File: src/rtl/sdr_burst_pkg.sv
package sdr_burst_pkg;

  typedef enum logic [2:0] {
    BL_ONE   = 3'd0,
    BL_TWO   = 3'd1,
    BL_FOUR  = 3'd2,
    BL_EIGHT = 3'd3,
    BL_PAGE  = 3'd7
  } bl_code_e;

  localparam int MAX_COL_W = 16;
  localparam int MASK_LAT  = 2;   // read-side DQM delay in cycles
  localparam int MAX_CL    = 3;

  // low-bit mask of the aligned wrap block for a length code
  function automatic logic [15:0] block_mask(input logic [2:0] code);
    case (code)
      3'd1:    return 16'h0001;
      3'd2:    return 16'h0003;
      3'd3:    return 16'h0007;
      3'd7:    return 16'hFFFF;
      default: return 16'h0000;
    endcase
  endfunction

  // beats still to come once the first beat of a burst is issued
  function automatic logic [3:0] beats_after_first(input logic [2:0] code);
    case (code)
      3'd1:    return 4'd1;
      3'd2:    return 4'd3;
      3'd3:    return 4'd7;
      default: return 4'd0;
    endcase
  endfunction

  // next column: high bits held, low bits count and wrap
  function automatic logic [15:0] step_in_block(input logic [15:0] col,
                                                input logic [15:0] msk);
    return (col & ~msk) | ((col + 16'd1) & msk);
  endfunction

  function automatic logic cl_legal(input logic [1:0] v);
    return (v == 2'd2) || (v == 2'd3);
  endfunction

endpackage

File: src/rtl/sdr_cl_cfg.sv
module sdr_cl_cfg
  import sdr_burst_pkg::*;
#(
  parameter int CL_W     = 2,
  parameter int CL_RESET = 3
) (
  input  logic            clk,
  input  logic            rst_n,
  input  logic            load,
  input  logic [CL_W-1:0] val,
  output logic [CL_W-1:0] cl
);

  logic            take;
  logic [CL_W-1:0] cl_q;

  assign take = load && cl_legal(val);
  assign cl   = cl_q;

  always_ff @(posedge clk) begin
    if (!rst_n)    cl_q <= CL_W'(CL_RESET);
    else if (take) cl_q <= val;
  end

  assert_cl_range_R11: assert property (@(posedge clk) disable iff (!rst_n)
    (cl == 2'd2) || (cl == 2'd3));

  assert_cl_kept_R11: assert property (@(posedge clk) disable iff (!rst_n)
    (load && (val != 2'd2) && (val != 2'd3)) |=> $stable(cl));

endmodule

File: src/rtl/sdr_col_walker.sv
module sdr_col_walker
  import sdr_burst_pkg::*;
#(
  parameter int COL_W = 8,
  parameter int CNT_W = 4
) (
  input  logic             clk,
  input  logic             rst_n,
  input  logic             cmd_rd,
  input  logic             cmd_wr,
  input  logic             cmd_pre,
  input  logic             cmd_stop,
  input  logic [COL_W-1:0] col_in,
  input  logic [2:0]       bl_code,
  output logic             burst_start,
  output logic             beat_vld,
  output logic             beat_wr,
  output logic [COL_W-1:0] beat_col
);

  logic             act_q, wr_q, fp_q;
  logic [COL_W-1:0] col_q, msk_q;
  logic [CNT_W-1:0] left_q;

  logic             start, halt, cur_fp;
  logic [COL_W-1:0] cur_msk;
  logic [CNT_W-1:0] cur_rem;
  logic [15:0]      msk_w, col_w, mpad_w, nxt_w;

  always_comb begin
    start    = cmd_rd | cmd_wr;
    halt     = cmd_pre | (cmd_stop & fp_q);
    msk_w    = block_mask(bl_code);
    beat_vld = start | (act_q & ~halt);
    beat_wr  = start ? cmd_wr : wr_q;
    beat_col = start ? col_in : col_q;
    cur_fp   = start ? (bl_code == BL_PAGE) : fp_q;
    cur_msk  = start ? msk_w[COL_W-1:0] : msk_q;
    cur_rem  = start ? CNT_W'(beats_after_first(bl_code)) : (left_q - CNT_W'(1));
    col_w    = '0;
    col_w[COL_W-1:0] = beat_col;
    mpad_w   = '0;
    mpad_w[COL_W-1:0] = cur_msk;
    nxt_w    = step_in_block(col_w, mpad_w);
  end

  assign burst_start = start;

  always_ff @(posedge clk) begin
    if (!rst_n) begin
      act_q  <= 1'b0;
      wr_q   <= 1'b0;
      fp_q   <= 1'b0;
      col_q  <= '0;
      msk_q  <= '0;
      left_q <= '0;
    end else if (beat_vld) begin
      act_q  <= cur_fp | (cur_rem != '0);
      wr_q   <= beat_wr;
      fp_q   <= cur_fp;
      col_q  <= nxt_w[COL_W-1:0];
      msk_q  <= cur_msk;
      left_q <= cur_rem;
    end else begin
      act_q  <= 1'b0;
    end
  end

  assert_wrap_block_R3: assert property (@(posedge clk) disable iff (!rst_n)
    (beat_vld && !start && act_q) |->
      (((beat_col & ~msk_q) == ($past(beat_col) & ~msk_q)) &&
       ((beat_col & msk_q) == (($past(beat_col) + 1'b1) & msk_q))));

  assert_stop_ignored_R7: assert property (@(posedge clk) disable iff (!rst_n)
    (act_q && !fp_q && cmd_stop && !cmd_pre && !start) |-> beat_vld);

endmodule

File: src/rtl/sdr_rd_launch.sv
module sdr_rd_launch
  import sdr_burst_pkg::*;
#(
  parameter int COL_W = 8,
  parameter int LANES = 4,
  parameter int CL_W  = 2
) (
  input  logic             clk,
  input  logic             rst_n,
  input  logic             issue,
  input  logic [COL_W-1:0] issue_col,
  input  logic             flush,
  input  logic [CL_W-1:0]  cl,
  input  logic [LANES-1:0] dqm_in,
  output logic             rd_vld,
  output logic [COL_W-1:0] rd_col,
  output logic [LANES-1:0] bus_oe
);

  logic [MAX_CL:1]  vld_p;
  logic [COL_W-1:0] col_p [MAX_CL:1];
  logic [LANES-1:0] dqm_p [MASK_LAT:1];

  always_ff @(posedge clk) begin
    if (!rst_n) begin
      vld_p <= '0;
      for (int k = 1; k <= MAX_CL; k++)   col_p[k] <= '0;
      for (int k = 1; k <= MASK_LAT; k++) dqm_p[k] <= '0;
    end else begin
      vld_p[1] <= issue & ~flush;
      col_p[1] <= issue_col;
      for (int k = 2; k <= MAX_CL; k++) begin
        vld_p[k] <= vld_p[k-1] & ~flush;
        col_p[k] <= col_p[k-1];
      end
      dqm_p[1] <= dqm_in;
      for (int k = 2; k <= MASK_LAT; k++) dqm_p[k] <= dqm_p[k-1];
    end
  end

  assign rd_vld = vld_p[cl] & ~flush;
  assign rd_col = col_p[cl];
  assign bus_oe = rd_vld ? ~dqm_p[MASK_LAT] : '0;

  assert_rd_mask_R8: assert property (@(posedge clk) disable iff (!rst_n)
    rd_vld |-> (bus_oe == ~$past(dqm_in, 2)));

  assert_rd_lat2_R2: assert property (@(posedge clk) disable iff (!rst_n)
    (rd_vld && cl == 2'd2) |-> $past(issue, 2));

  assert_rd_lat3_R2: assert property (@(posedge clk) disable iff (!rst_n)
    (rd_vld && cl == 2'd3) |-> $past(issue, 3));

endmodule

File: src/rtl/sdr_burst_seq.sv
module sdr_burst_seq
  import sdr_burst_pkg::*;
#(
  parameter int COL_W = 8,
  parameter int LANES = 4,
  parameter int CNT_W = 4
) (
  input  logic             clk,
  input  logic             rst_n,
  input  logic             cmd_rd,
  input  logic             cmd_wr,
  input  logic             cmd_pre,
  input  logic             cmd_stop,
  input  logic [COL_W-1:0] col_in,
  input  logic [LANES-1:0] dqm,
  input  logic [2:0]       bl_code,
  input  logic             cl_load,
  input  logic [1:0]       cl_val,
  output logic             beat_vld,
  output logic [COL_W-1:0] beat_col,
  output logic             wr_en,
  output logic [LANES-1:0] wr_be,
  output logic             rd_vld,
  output logic [COL_W-1:0] rd_col,
  output logic [LANES-1:0] bus_oe
);

  localparam int CL_W = 2;

  logic            burst_start, beat_wr, rd_issue, wr_start;
  logic [CL_W-1:0] cl;

  sdr_cl_cfg #(.CL_W(CL_W), .CL_RESET(MAX_CL)) u_cl (
    .clk(clk), .rst_n(rst_n), .load(cl_load), .val(cl_val), .cl(cl)
  );

  sdr_col_walker #(.COL_W(COL_W), .CNT_W(CNT_W)) u_walk (
    .clk(clk), .rst_n(rst_n), .cmd_rd(cmd_rd), .cmd_wr(cmd_wr),
    .cmd_pre(cmd_pre), .cmd_stop(cmd_stop), .col_in(col_in),
    .bl_code(bl_code), .burst_start(burst_start), .beat_vld(beat_vld),
    .beat_wr(beat_wr), .beat_col(beat_col)
  );

  assign rd_issue = beat_vld & ~beat_wr;
  assign wr_start = burst_start & cmd_wr;
  assign wr_en    = beat_vld & beat_wr;
  assign wr_be    = wr_en ? ~dqm : '0;

  sdr_rd_launch #(.COL_W(COL_W), .LANES(LANES), .CL_W(CL_W)) u_rd (
    .clk(clk), .rst_n(rst_n), .issue(rd_issue), .issue_col(beat_col),
    .flush(wr_start), .cl(cl), .dqm_in(dqm), .rd_vld(rd_vld),
    .rd_col(rd_col), .bus_oe(bus_oe)
  );

  assert_no_bus_clash_R10: assert property (@(posedge clk) disable iff (!rst_n)
    !(wr_en && (rd_vld || (bus_oe != '0))));

  assert_wr_first_beat_R6: assert property (@(posedge clk) disable iff (!rst_n)
    cmd_wr |-> (wr_en && beat_col == col_in));

endmodule

File: config.mk
export PLATFORM = sky130hd
export DESIGN_NAME = sdr_burst_seq
export DESIGN_NICKNAME = d
export VERILOG_FILES = /design/src/rtl/sdr_burst_pkg.sv /design/src/rtl/sdr_cl_cfg.sv /design/src/rtl/sdr_col_walker.sv /design/src/rtl/sdr_rd_launch.sv /design/src/rtl/sdr_burst_seq.sv
export SDC_FILE = /design/constraint.sdc
export NUM_CORES = 1
export LEC_CHECK = 0
export ABC_AREA = 1
export BUFFER_PORTS_ARGS = -buffer_cell sky130_fd_sc_hd__buf_2
export CAP_MARGIN = 20
export CORE_ASPECT_RATIO = 2
export CORE_MARGIN = 8
export CORE_UTILIZATION = 60
export CTS_BUF_LIST = sky130_fd_sc_hd__clkbuf_4 sky130_fd_sc_hd__clkbuf_8
export DETAILED_ROUTE_END_ITERATION = 16
export GPL_ROUTABILITY_DRIVEN = 1
export HOLD_SLACK_MARGIN = 0.06
export PLACE_DENSITY = 0.86
export SLEW_MARGIN = 0
export SYNTH_ARGS = -nofsm -noshare
export SYNTH_HDL_FRONTEND = slang
export SYNTH_SLANG_ARGS = --single-unit
export TNS_END_PERCENT = 5
File: constraint.sdc
create_clock -name clk -period 2.7 [get_ports clk]
set_input_delay 0.135 -clock clk [delete_from_list [all_inputs] [get_ports clk]]
set_output_delay 0.135 -clock clk [all_outputs]
set_load 0.005 [all_outputs]
==> run metrics <==
worst rel slew slack=0.534; via count=2419; worst r2r dst=u_walk.left_q[0]$_SDFFE_PN0N_; Num CTS Buffers=9; largest net degree at the start of global routing=39; Chip Height=110 microns; unrepaired setup endpoints after global routing=no; clock sink count=62; synth-to-layout area growth=19.2%; dominant synthesized flop cell=dfxtp_1; dpl ws=0.855 ns; number of synthesized flops with an enable pin=0; post-synth top area share=0.470; Worst Hold Class=in -> reg; FF-to-FF path depth=7; Crit-path slowest cell=nand2_1; Hold Fails Final Rpt=0; Leak=1.71 nW; Final Skew=0.00918 ns; die area=6900 sq um; ys async rst share=0; I/O pin total=51; Critical Path RT=2.57 ns; post-layout power=2.13 mW; share of post-route cells with drive strength above 1=0.215; most frequent cell after synthesis=nand2_1; Post-Syn Nets=391; initial DRC count=103; FILL cells=339; highest clock rate=0.466 GHz; Critical Path Stages=8; clock latency on the worst-skew pair=0.34 ns; CP Data Arrival Time=2.01 ns; Post-CTS Setup Inserts=0; Setup WS post-layout=0.553 ns; Synth area leaders=dfxtp_1 (47%), nand2_1 (13%), inv_1 (8.0%); # rows=34; Die W=62.9 microns; gp weighted congestion=0.946; Reg area=1240 sq um; vias in the first global route=2475; synthesis-stage register bit count=62; sequential area share after synthesis=0.470; NumNets Final=444; crit-path max FO=23; Hold WS=0.0721 ns; worst setup path end=wr_be[1]; CP peak stage delay=0.52 ns; CTS tree=yes; max_cap viols=0; Setup Viol. Count Final=0; Clk pin slew, worst setup/hold paths=0.07 ns; CP top delay family=simple AND/OR/NAND/NOR gates; grt ovf=0; CP bufs+invs=3; type of origin of the critical path=flop; r2r startpoint=u_walk.fp_q$_SDFFE_PN0N_; worst-case clock buffer depth=2; Final Cycle Share=0.795; area occupied by multi-input gates=1100 sq um; Initial Util=0.614; Post-Synthesis Cells=365; Syn Std Cell Area=2640 sq um; leading area contributor after synthesis=dfxtp_1; post-DP HPWL=4220 microns; post-route minimum period=2.15 ns; Netlist cell types=27; final WL=6210 microns; detail-routed via count per cell=5.07; core area=4300 sq um; final slew viol count=0; wire per inst=13.0 microns; Ys Warns=0; flop2flop setup slack=1.08 ns; Post-synth top cells=nand2_1 (90), dfxtp_1 (62), inv_1 (56), nor2_1 (48), o21ai_0 (18); drt pass-1 iters=5; DRC=0; CP startpoint=u_walk.fp_q$_SDFFE_PN0N_; CTS Root Cell=clkbuf_8; Setup CP Type=reg -> out; initial antenna violation count=0; first-pass GRT wire length=10400 microns; port bufs=50; slew of the pin with the lowest slew margin=0.698 ns; Mean Syn Cell Area=7.23 sq um; status=completed; H-tree lvl count=3; Fin Setup TNS=0 ns; n_diodes=0; Worst VDD drop=502 uV; Post-DRT Antenna Nets=0; gr usage total=0.188; Setup crit end kind=primary output; critical-path cell list=a21oi_1, nand2_1, nand2_1, inv_1, nor2_1, inv_1, nor2_1, buf_2; Pwr Density=677 nW/um^2
-- state kept, by name, indices dropped and copies added, names as in the netlist, 2 cells and up, named ones only --
name           cells
u_cl.cl            2
u_rd.col_p        24
u_rd.dqm_p         8
u_rd.vld_p         3
u_walk.col_q       8
u_walk.left_q      4
u_walk.msk_q       8
-- cells by family after synthesis --
group,count (synthesis),share of synthesized area
adders and majority gates,2,0.00948
and+or+nand+nor,181,0.304
DFF,62,0.470
AOI/OAI and AO/OA,46,0.0967
buffers and inverters,72,0.113
xor gates and xnor gates,2,0.00664
-- power by group --
| part | internal [mW] | leakage (nW) | total [mW] | switching [mW] |
|---|---|---|---|---|
| Clock | 0.528 | 0.110 | 0.882 | 0.355 |
| Sequential | 0.968 | 0.511 | 0.994 | 0.0258 |
| Combinational | 0.0917 | 1.09 | 0.252 | 0.160 |
| Total | 1.59 | 1.71 | 2.13 | 0.540 |
-- how the worst min path moves through the flow --
stage | startpoint | end | slack [ns] | cells past startpoint
after detailed placement | dqm[1] | u_rd.dqm_p[1][1]$_SDFF_PN0_ | 0.34 | 3
final | cmd_wr | u_rd.vld_p[3]$_SDFF_PN0_ | 0.07 | 2
after CTS | cmd_wr | u_rd.vld_p[3]$_SDFF_PN0_ | 0.07 | 2
after global routing | cmd_wr | u_rd.vld_p[3]$_SDFF_PN0_ | 0.08 | 2
after floorplan | cmd_wr | u_rd.vld_p[3]$_SDFF_PN0_ | 0.21 | 1
after global placement | dqm[2] | u_rd.dqm_p[1][2]$_SDFF_PN0_ | 0.33 | 3
-- area by class of cell --
| type | instances | share of cell area |
|---|---|---|
| Inverter | 59 | 0.0704 |
| Multi-Input combinational cell | 231 | 0.350 |
| Tap cell | 54 | 0.0215 |
| Clock inverter | 6 | 0.0274 |
| Clock buffer | 10 | 0.0418 |
| Timing Repair Buffer | 55 | 0.0947 |
| Sequential cell | 62 | 0.395 |
-- layer usage --
metal,up-vias,global-route usage,share of wire
met5,-,0,0
met4,0,0.123,0.041
met3,25,0.0561,0.056
met2,82,0.360,0.54
met1,1086,0.163,0.36
li1,1226,-,-
-- through the flow --
step / instance area [sq um] / utilization / cells
final: 3150 / 0.732 / 477
after global routing: 3150 / 0.732 / 477
after CTS: 3150 / 0.732 / 477
after detailed placement: 2890 / 0.672 / 457
after global placement: 2890 / 0.672 / 457
after floorplan: 2640 / - / 365
-- cells in the final DEF, fill, tap and decap left out, types with 2 or more instances in the layout --
cell type,count
nand2_1,90
dfxtp_1,62
inv_1,56
buf_2,50
nor2_1,48
o21ai_0,18
nand3_1,17
a21oi_1,13
a31oi_1,10
clkbuf_8,9
nand2_2,8
nand2_4,5
nand4_1,4
dlygate4sd3_1,4
nor2_2,3
inv_2,2
nor2_4,2
o21ai_2,2
o211ai_1,2
xor2_1,2
nor3_1,2
ha_1,2
clkinv_2,2
bufinv_16,2
-- repair_timing --
action                    in CTS  in global routing
resized for setup              0                  0
hold buffers                   4                  0
hold endpoints to repair       4                  0
Note: power is estimated with default switching activity, not from simulation.
